## config.mk

```make
export PLATFORM = sky130hd
export DESIGN_NAME = bsr_xcvr_scan
export DESIGN_NICKNAME = d
export VERILOG_FILES = /design/src/rtl/bsr_pkg.sv /design/src/rtl/bsr_scan_cell.sv /design/src/rtl/bsr_update_bank.sv /design/src/rtl/bsr_tdo_stage.sv /design/src/rtl/bsr_xcvr_scan.sv
export SDC_FILE = /design/constraint.sdc
export NUM_CORES = 1
export LEC_CHECK = 0
export BUFFER_PORTS_ARGS = -buffer_cell sky130_fd_sc_hd__buf_2
export CAP_MARGIN = 20
export CORE_MARGIN = 4
export CORE_UTILIZATION = 55
export CTS_CLUSTER_SIZE = 24
export DETAILED_ROUTE_END_ITERATION = 16
export HOLD_SLACK_MARGIN = 0.03
export PLACE_DENSITY_LB_ADDON = 0.3
export SYNTH_ARGS = -nofsm -noshare
export SYNTH_HDL_FRONTEND = slang
export SYNTH_SLANG_ARGS = --single-unit
```

## constraint.sdc

```tcl
create_clock -name clk -period 3.1 [get_ports clk]
set_input_delay 0.31 -clock clk [delete_from_list [all_inputs] [get_ports clk]]
set_output_delay 0.31 -clock clk [all_outputs]
set_load 0.01 [all_outputs]
```

## src/rtl/bsr_pkg.sv

```systemverilog
package bsr_pkg;

    localparam int DATA_W = 20;
    localparam int CTRL_W = 8;
    localparam int N_OE   = 2;
    localparam int CELLS  = CTRL_W + 4 * DATA_W;

    // Lowest cell of each group; the order is fixed by the serial chain
    localparam int B_OUT_LO = 0;
    localparam int B_IN_LO  = DATA_W;
    localparam int A_OUT_LO = 2 * DATA_W;
    localparam int A_IN_LO  = 3 * DATA_W;
    localparam int CTRL_LO  = 4 * DATA_W;

    typedef enum logic {
        CAP_PIN  = 1'b0,
        CAP_CORE = 1'b1
    } cap_src_e;

    // First member is most significant, so the struct lines up with cells 87..0
    typedef struct packed {
        logic [CTRL_W-1:0] ctrl;
        logic [DATA_W-1:0] a_in;
        logic [DATA_W-1:0] a_out;
        logic [DATA_W-1:0] b_in;
        logic [DATA_W-1:0] b_out;
    } cell_view_t;

    // Output-enable cells sit at the top of the chain and reset high
    function automatic logic [CELLS-1:0] reset_vector();
        logic [CELLS-1:0] v;
        v = '0;
        for (int i = 0; i < N_OE; i++) begin
            v[CELLS-1-i] = 1'b1;
        end
        return v;
    endfunction

    localparam logic [CELLS-1:0] RST_VEC = reset_vector();

endpackage

```

## src/rtl/bsr_scan_cell.sv

```systemverilog
module bsr_scan_cell #(
    parameter logic RST_VAL = 1'b0
) (
    input  logic clk,
    input  logic rst,
    input  logic cap_en,
    input  logic shift_en,
    input  logic cap_d,
    input  logic shift_d,
    output logic q
);

    always_ff @(posedge clk) begin
        if (rst) begin
            q <= RST_VAL;
        end else if (cap_en) begin
            q <= cap_d;
        end else if (shift_en) begin
            q <= shift_d;
        end
    end

endmodule

```

## src/rtl/bsr_update_bank.sv

```systemverilog
module bsr_update_bank #(
    parameter int                 WIDTH   = 88,
    parameter logic [WIDTH-1:0]   RST_VAL = '0
) (
    input  logic             clk,
    input  logic             rst,
    input  logic             upd_en,
    input  logic [WIDTH-1:0] d,
    output logic [WIDTH-1:0] q
);

    // Falling-edge latch bank: pin drive moves only on an update
    always_ff @(negedge clk) begin
        if (rst) begin
            q <= RST_VAL;
        end else if (upd_en) begin
            q <= d;
        end
    end

endmodule

```

## src/rtl/bsr_tdo_stage.sv

```systemverilog
module bsr_tdo_stage (
    input  logic clk,
    input  logic rst,
    input  logic shift_en,
    input  logic last_cell,
    output logic tdo,
    output logic tdo_en
);

    always_ff @(negedge clk) begin
        if (rst) begin
            tdo    <= 1'b0;
            tdo_en <= 1'b0;
        end else begin
            tdo    <= last_cell;
            tdo_en <= shift_en;
        end
    end

endmodule

```

## src/rtl/bsr_xcvr_scan.sv

```systemverilog
module bsr_xcvr_scan
    import bsr_pkg::*;
#(
    parameter int D_W = bsr_pkg::DATA_W,
    parameter int C_W = bsr_pkg::CTRL_W
) (
    input  logic           clk,
    input  logic           rst,
    input  logic           cap_en,
    input  logic           shift_en,
    input  logic           upd_en,
    input  logic           tdi,
    input  logic           cap_sel,
    input  logic [C_W-1:0] pin_ctrl,
    input  logic [D_W-1:0] pin_a,
    input  logic [D_W-1:0] pin_b,
    input  logic [D_W-1:0] core_a_out,
    input  logic [D_W-1:0] core_b_out,
    output logic           tdo,
    output logic           tdo_en,
    output logic [C_W-1:0] drv_ctrl,
    output logic [D_W-1:0] drv_a_in,
    output logic [D_W-1:0] drv_a_out,
    output logic [D_W-1:0] drv_b_in,
    output logic [D_W-1:0] drv_b_out
);

    localparam int N = C_W + 4 * D_W;

    logic [N-1:0] sr_q;
    logic [N-1:0] upd_q;
    logic [N-1:0] shift_src;
    logic [N-1:0] cap_vec;
    cell_view_t   pin_view;
    cell_view_t   core_view;
    cell_view_t   upd_view;
    cap_src_e     src;

    assign src      = cap_src_e'(cap_sel);
    assign upd_view = cell_view_t'(upd_q);

    // Pin side: a bidirectional pin is one wire seen by both of its cells
    always_comb begin
        pin_view.ctrl  = pin_ctrl;
        pin_view.a_in  = pin_a;
        pin_view.a_out = pin_a;
        pin_view.b_in  = pin_b;
        pin_view.b_out = pin_b;
    end

    // Core side: input cells read back what they drive, output cells see the core
    always_comb begin
        core_view.ctrl  = upd_view.ctrl;
        core_view.a_in  = upd_view.a_in;
        core_view.a_out = core_a_out;
        core_view.b_in  = upd_view.b_in;
        core_view.b_out = core_b_out;
    end

    always_comb begin
        unique case (src)
            CAP_PIN:  cap_vec = N'(pin_view);
            CAP_CORE: cap_vec = N'(core_view);
            default:  cap_vec = N'(pin_view);
        endcase
    end

    assign shift_src = {tdi, sr_q[N-1:1]};

    for (genvar i = 0; i < N; i++) begin : g_cell
        bsr_scan_cell #(
            .RST_VAL (RST_VEC[i])
        ) u_cell (
            .clk      (clk),
            .rst      (rst),
            .cap_en   (cap_en),
            .shift_en (shift_en),
            .cap_d    (cap_vec[i]),
            .shift_d  (shift_src[i]),
            .q        (sr_q[i])
        );
    end

    bsr_update_bank #(
        .WIDTH   (N),
        .RST_VAL (RST_VEC)
    ) u_upd (
        .clk    (clk),
        .rst    (rst),
        .upd_en (upd_en),
        .d      (sr_q),
        .q      (upd_q)
    );

    bsr_tdo_stage u_tdo (
        .clk       (clk),
        .rst       (rst),
        .shift_en  (shift_en),
        .last_cell (sr_q[0]),
        .tdo       (tdo),
        .tdo_en    (tdo_en)
    );

    assign drv_ctrl  = upd_view.ctrl;
    assign drv_a_in  = upd_view.a_in;
    assign drv_a_out = upd_view.a_out;
    assign drv_b_in  = upd_view.b_in;
    assign drv_b_out = upd_view.b_out;

endmodule

```

==> results of run 1 <==
## report_power, final
part,switching (mW),internal (mW),total (mW)
Combinational,0.325,0.287,0.611
Clock,1.24,1.39,2.64
Sequential,0.0766,2.40,2.48
Total,1.65,4.08,5.73
## layout by cell type (no fill, tap or decap)
| cell type | Yosys | routed |
|---|---|---|
| inv_6 | 0 | 3 |
| o22ai_1 | 54 | 54 |
| buf_4 | 3 | 11 |
| o22ai_2 | 32 | 32 |
| buf_2 | 29 | 180 |
| nor2_1 | 87 | 87 |
| clkinv_4 | 0 | 3 |
| bufinv_16 | 0 | 2 |
| buf_12 | 0 | 7 |
| clkbuf_16 | 0 | 18 |
| nor2b_1 | 5 | 5 |
| nand2b_4 | 0 | 1 |
| a211o_1 | 2 | 2 |
| clkinv_2 | 0 | 3 |
| or2_4 | 0 | 1 |
| dfxtp_1 | 178 | 178 |
| mux2i_1 | 262 | 262 |
| clkinvlp_4 | 0 | 2 |
| inv_1 | 1 | 91 |
| a22oi_1 | 2 | 2 |
## worst min-delay path, cell delays in order
cell and delay, ns:
buf_2 0.07, mux2i_1 0.07, o22ai_2 0.10
## routing by layer
layer	part of all wire (%)	routed length (um)
met2	49	9610
met1	43	8400
met5	0.11	21
met4	2.1	417
met3	6.4	1270
## final cells by class
class	count	area share [%]
Multi-Input combinational cell	446	39.2
Sequential cell	178	37.1
Timing Repair Buffer	198	11.7
Clock inverter	104	5.04
Clock buffer	18	4.68
Tap cell	176	2.29
## flip-flops by register name, indices dropped and copies added (netlist names)
register         cells
u_upd.q             88
u_tdo.tdo            1
u_tdo.tdo_en         1
g_cell.u_cell.q     88
## per-stage QoR
stage	instance area, um^2	util, %	hold slack, ns	cells
2_1_floorplan	7690	-	0.480	685
3_3_place_gp	8680	64.6	0.470	999
3_5_place_dp	8680	64.6	0.479	999
4_1_cts	9620	71.5	0.148	1120
5_1_grt	9620	71.5	0.154	1120
6_report	9620	71.5	0.159	1120
## worst paths after layout
path                 start             endpoint  slack (ns)
max            u_upd.q[64]          drv_a_in[4]        0.26
min          core_a_out[7]  g_cell[47].u_cell.q        0.16
max reg2reg    u_upd.q[29]  g_cell[29].u_cell.q        0.78
min reg2reg     u_upd.q[5]           u_upd.q[5]        0.48
## cell usage after synthesis
cell type	n
a22oi_1	2
dfxtp_1	178
nor2b_1	5
inv_1	1
nor2_1	87
o22ai_1	54
mux2i_1	262
a211o_1	2
clkbuf_1	17
nand2b_1	1
buf_6	11
o22ai_2	32
or2_1	1
buf_4	3
buf_2	29
## kinds of logic (layout without fill, tap and decap cells)
| logic type | Yosys count | after routing | synth area share, % |
|---|---|---|---|
| compound gates | 90 | 90 | 10.0 |
| buf+inv | 61 | 320 | 4.67 |
| simple gates | 94 | 94 | 4.82 |
| mux | 262 | 262 | 34.1 |
| flops | 178 | 178 | 46.4 |
==> results.json, run 1 <==
{
  "grt_pass1_wl_mm": 31.7,
  "syn_inst": 685,
  "synth_cell_types": 15,
  "dr.first_iter.drc_count": 342,
  "fin_ws_ns": 0.259,
  "p_total_mw": 5.73,
  "slew_violations": 0,
  "clk_latency_ns": 0.47,
  "insertedDiodeCount": 0,
  "p_leak_nw": 4.97,
  "hold_viol_final": 0,
  "cts_tree": "yes",
  "regArea_um2": 3560,
  "critPathLaunchType": "flip-flop",
  "synth_warnings": 0,
  "grtUsageMet1_pct": 30.0,
  "synth_top_cell_by_area": "dfxtp_1",
  "path_cells": "buf_2",
  "synth_top_cells_by_area": "dfxtp_1 (46%), mux2i_1 (34%), o22ai_2 (5.2%), o22ai_1 (4.4%), nor2_1 (4.2%)",
  "wirelength_mm": 19.7,
  "clk_pin_slew_worst_paths_ns": 0.07,
  "drv_cap": 0,
  "pwr_density_cell_nw_per_um2": 596,
  "layout-drive-gt1-share_pct": 27.9,
  "syn_nets": 780,
  "ys_seq_area_share_pct": 46.4,
  "h-tree-depth": 4,
  "arrival_ns": 2.53,
  "cts_buffers": 17,
  "vias_per_cell": 5.51,
  "outcome": "completed",
  "initial_utilization_pct": 57.1,
  "path_depth": 1,
  "antenna_found_initial": 2,
  "relSlewSlack_pct": 27.0,
  "cts_buffer_depth": 2,
  "ys_ff_latch": 178,
  "track_usage_pct": 24.5,
  "ir_drop_uv": 496,
  "endpoint_kind": "output port",
  "dr.pass1.iters": 4,
  "synth_area_per_cell_um2": 11.2,
  "rows": 42,
  "setup-violations-final": 0,
  "crit_fanout": 3,
  "multi_input_area_um2": 3770,
  "syn_to_final_growth_pct": 25.1,
  "die_w_um": 126,
  "busiest_layer": "met2",
  "route.detailed.drc": 0,
  "dp_hpwl_mm": 13.3,
  "crit_family": "flip-flops",
  "root_buffer": "clkbuf_16",
  "cpPeakStageDelay_ns": 0.37,
  "holdPathStages": 3,
  "clock_skew_ns": 0.0395,
  "ant_nets": 0,
  "cts_resized": 0,
  "vias": 6173,
  "io_pins": 185,
  "rsz0062_at_grt": "no",
  "critPathBufInv": 1,
  "worst_path_max_delay_cell": "dfxtp_1",
  "fp.dieH_um": 126,
  "cts-hold-fix-buffers": 0,
  "critPathRequiredTime_ns": 2.79,
  "grt-ovfl-total": 0,
  "fin_nets": 1026,
  "gp_congestion": 0.938,
  "max_slew.worst_pin.slew_ns": 1.10,
  "crit_type": "flip-flop to output port",
  "grtUsageMet3_pct": 6.82,
  "grt_max_degree": 61,
  "fp.coreArea_um2": 13500,
  "worstRegToRegCells": 2,
  "fin_tns_setup_ns": 0,
  "wl_per_cell_um": 17.6,
  "first_global_vias": 6258,
  "syn_area_um2": 7690,
  "port_buffers": 184,
  "synth_top_area_share_pct": 46.4,
  "fillCellCount": 1039,
  "dp_slack_ns": 0.335,
  "hp-class": "input pin to flip-flop",
  "post-cts-setup-buffers": 0,
  "die_area_um2": 15900,
  "cts.sinks": 178,
  "grt_use_met2_pct": 41.5
}
(Power assumes the default switching activity.)
==> inputs of run 2 (changes only) <==
CORE_ASPECT_RATIO = 0.9   (was unset)
==> results.json, run 2 (synthesis results as in run 1) <==
{
  "clk_pin_slew_worst_paths_ns": 0.07,
  "hp-class": "input pin to flip-flop",
  "final_area_um2": 9670,
  "crit_fanout": 3,
  "top_regs": "g_cell.u_cell.q x88, u_upd.q x88",
  "cts_buffer_depth": 2,
  "path_cells": "buf_2",
  "root_buffer": "clkbuf_16",
  "cts-hold-fix-buffers": 0,
  "arrival_ns": 2.55,
  "grt_pass1_wl_mm": 32.6,
  "crit_type": "flip-flop to output port",
  "worst_path_max_delay_cell": "dfxtp_1",
  "cpPeakStageDelay_ns": 0.39,
  "vias": 6210,
  "clk_latency_ns": 0.46,
  "endpoint_kind": "output port",
  "ir_drop_uv": 462,
  "fp.coreArea_um2": 13500,
  "final_common_cell": "mux2i_1",
  "slew_violations": 0,
  "switching_share_pct": 28.5,
  "crit_start": "u_upd.q[26]",
  "critPathBufInv": 1,
  "fillCellCount": 1009,
  "cts_buffers": 17,
  "dp_slack_ns": 0.210,
  "cts.sinks": 178,
  "grt-ovfl-total": 0,
  "gp_congestion": 0.835,
  "cts_resized": 0,
  "placed_area_um2": 8730,
  "post-cts-setup-buffers": 0,
  "crit_family": "flip-flops",
  "die_w_um": 133,
  "holdPathStages": 3,
  "r2r-start": "u_upd.q[37]",
  "clock_skew_ns": 0.0425,
  "internal_power_mw": 4.13,
  "pwr-share-comb_pct": 10.7,
  "grt_max_degree": 64,
  "r2r-end": "g_cell[37].u_cell.q",
  "clockPowerShare_pct": 46.2,
  "fin_tns_setup_ns": 0,
  "insertedDiodeCount": 0,
  "drv_cap": 0,
  "vias_per_cell": 5.57,
  "critPathRequiredTime_ns": 2.79,
  "rsz0062_at_grt": "no",
  "fin_ws_ns": 0.235,
  "dr.first_iter.drc_count": 347,
  "cts_tree": "yes",
  "first_global_vias": 6309,
  "dp_hpwl_mm": 13.4,
  "wl_per_cell_um": 18.1,
  "seqPwrFrac_pct": 43.0,
  "layout-drive-gt1-share_pct": 27.9,
  "port_buffers": 184,
  "pwr_density_cell_nw_per_um2": 597,
  "setup-violations-final": 0,
  "antenna_found_initial": 1,
  "outcome": "completed",
  "h-tree-depth": 4,
  "relSlewSlack_pct": 26.3,
  "track_usage_pct": 25.2,
  "max_slew.worst_pin.slew_ns": 1.11,
  "fin_nets": 1028,
  "wirelength_mm": 20.1,
  "io_pins": 185,
  "route.detailed.drc": 0,
  "initial_utilization_pct": 56.9,
  "fp.dieH_um": 120,
  "hold_viol_final": 0,
  "worstRegToRegCells": 2,
  "dr.pass1.iters": 5,
  "rrSetupSlack_ns": 0.74,
  "rows": 40,
  "syn_to_final_growth_pct": 25.8,
  "layout_common_cells": "mux2i_1 (262), buf_2 (180), dfxtp_1 (178)",
  "p_leak_nw": 4.99,
  "holdCritStartpoint": "pin_ctrl[0]",
  "min_to": "g_cell[80].u_cell.q",
  "ant_nets": 0,
  "critPathLaunchType": "flip-flop",
  "p_sw_mw": 1.64,
  "die_area_um2": 15900
}
run 2: cell type report:
type | count | area (um^2) | share of cell area (%)
clock buffer | 23 | 522 | 5.40
clock inverter | 99 | 424 | 4.39
multi-input combinational | 446 | 3770 | 39.0
sequential | 178 | 3560 | 36.9
tap | 168 | 210 | 2.17
timing repair buffer | 200 | 1180 | 12.2
run 2: power by group through the flow:
stage	Clock, mW	Sequential [mW]	Combinational, mW
2_1_floorplan	0.178	2.52	0.406
3_3_place_gp	0.178	2.52	0.596
3_5_place_dp	0.178	2.52	0.612
4_1_cts	2.69	2.48	0.619
5_1_grt	2.91	2.49	0.666
6_report	2.67	2.48	0.620
run 2: how the worst max path moves through the flow:
stage | end | slack (ns) | cells past startpoint
after global routing | drv_b_in[6] | 0.20 | 1
after floorplan | u_upd.q[23] | 0.38 | 5
after detailed placement | u_upd.q[51] | 0.21 | 4
after CTS | drv_b_in[6] | 0.22 | 1
after global placement | u_upd.q[53] | 0.27 | 4
final | drv_b_in[6] | 0.24 | 1
run 2: metrics by stage:
step	total power [mW]	utilization, %	hold slack [ns]	instances
detailed placement	3.31	64.6	0.480	993
global route	6.07	71.6	0.172	1114
global placement	3.29	64.6	0.469	993
floorplan	3.10	-	0.480	685
CTS	5.79	71.6	0.158	1114
finish	5.77	71.6	0.173	1114
run 2: metal layers:
metal | wire (um) | GRT usage, % | share of wire (%) | up-vias
met1 | 9120 | 33.6 | 45 | 2978
met4 | 452 | 9.48 | 2.2 | 2
met3 | 1240 | 5.74 | 6.2 | 39
met5 | 12 | 0 | 0.060 | -
met2 | 9320 | 40.1 | 46 | 211
li1 | - | - | - | 2980
run 2: worst min-delay path, cell delays in order:
cell     delay [ns]
buf_2          0.08
mux2i_1        0.05
o22ai_1        0.11
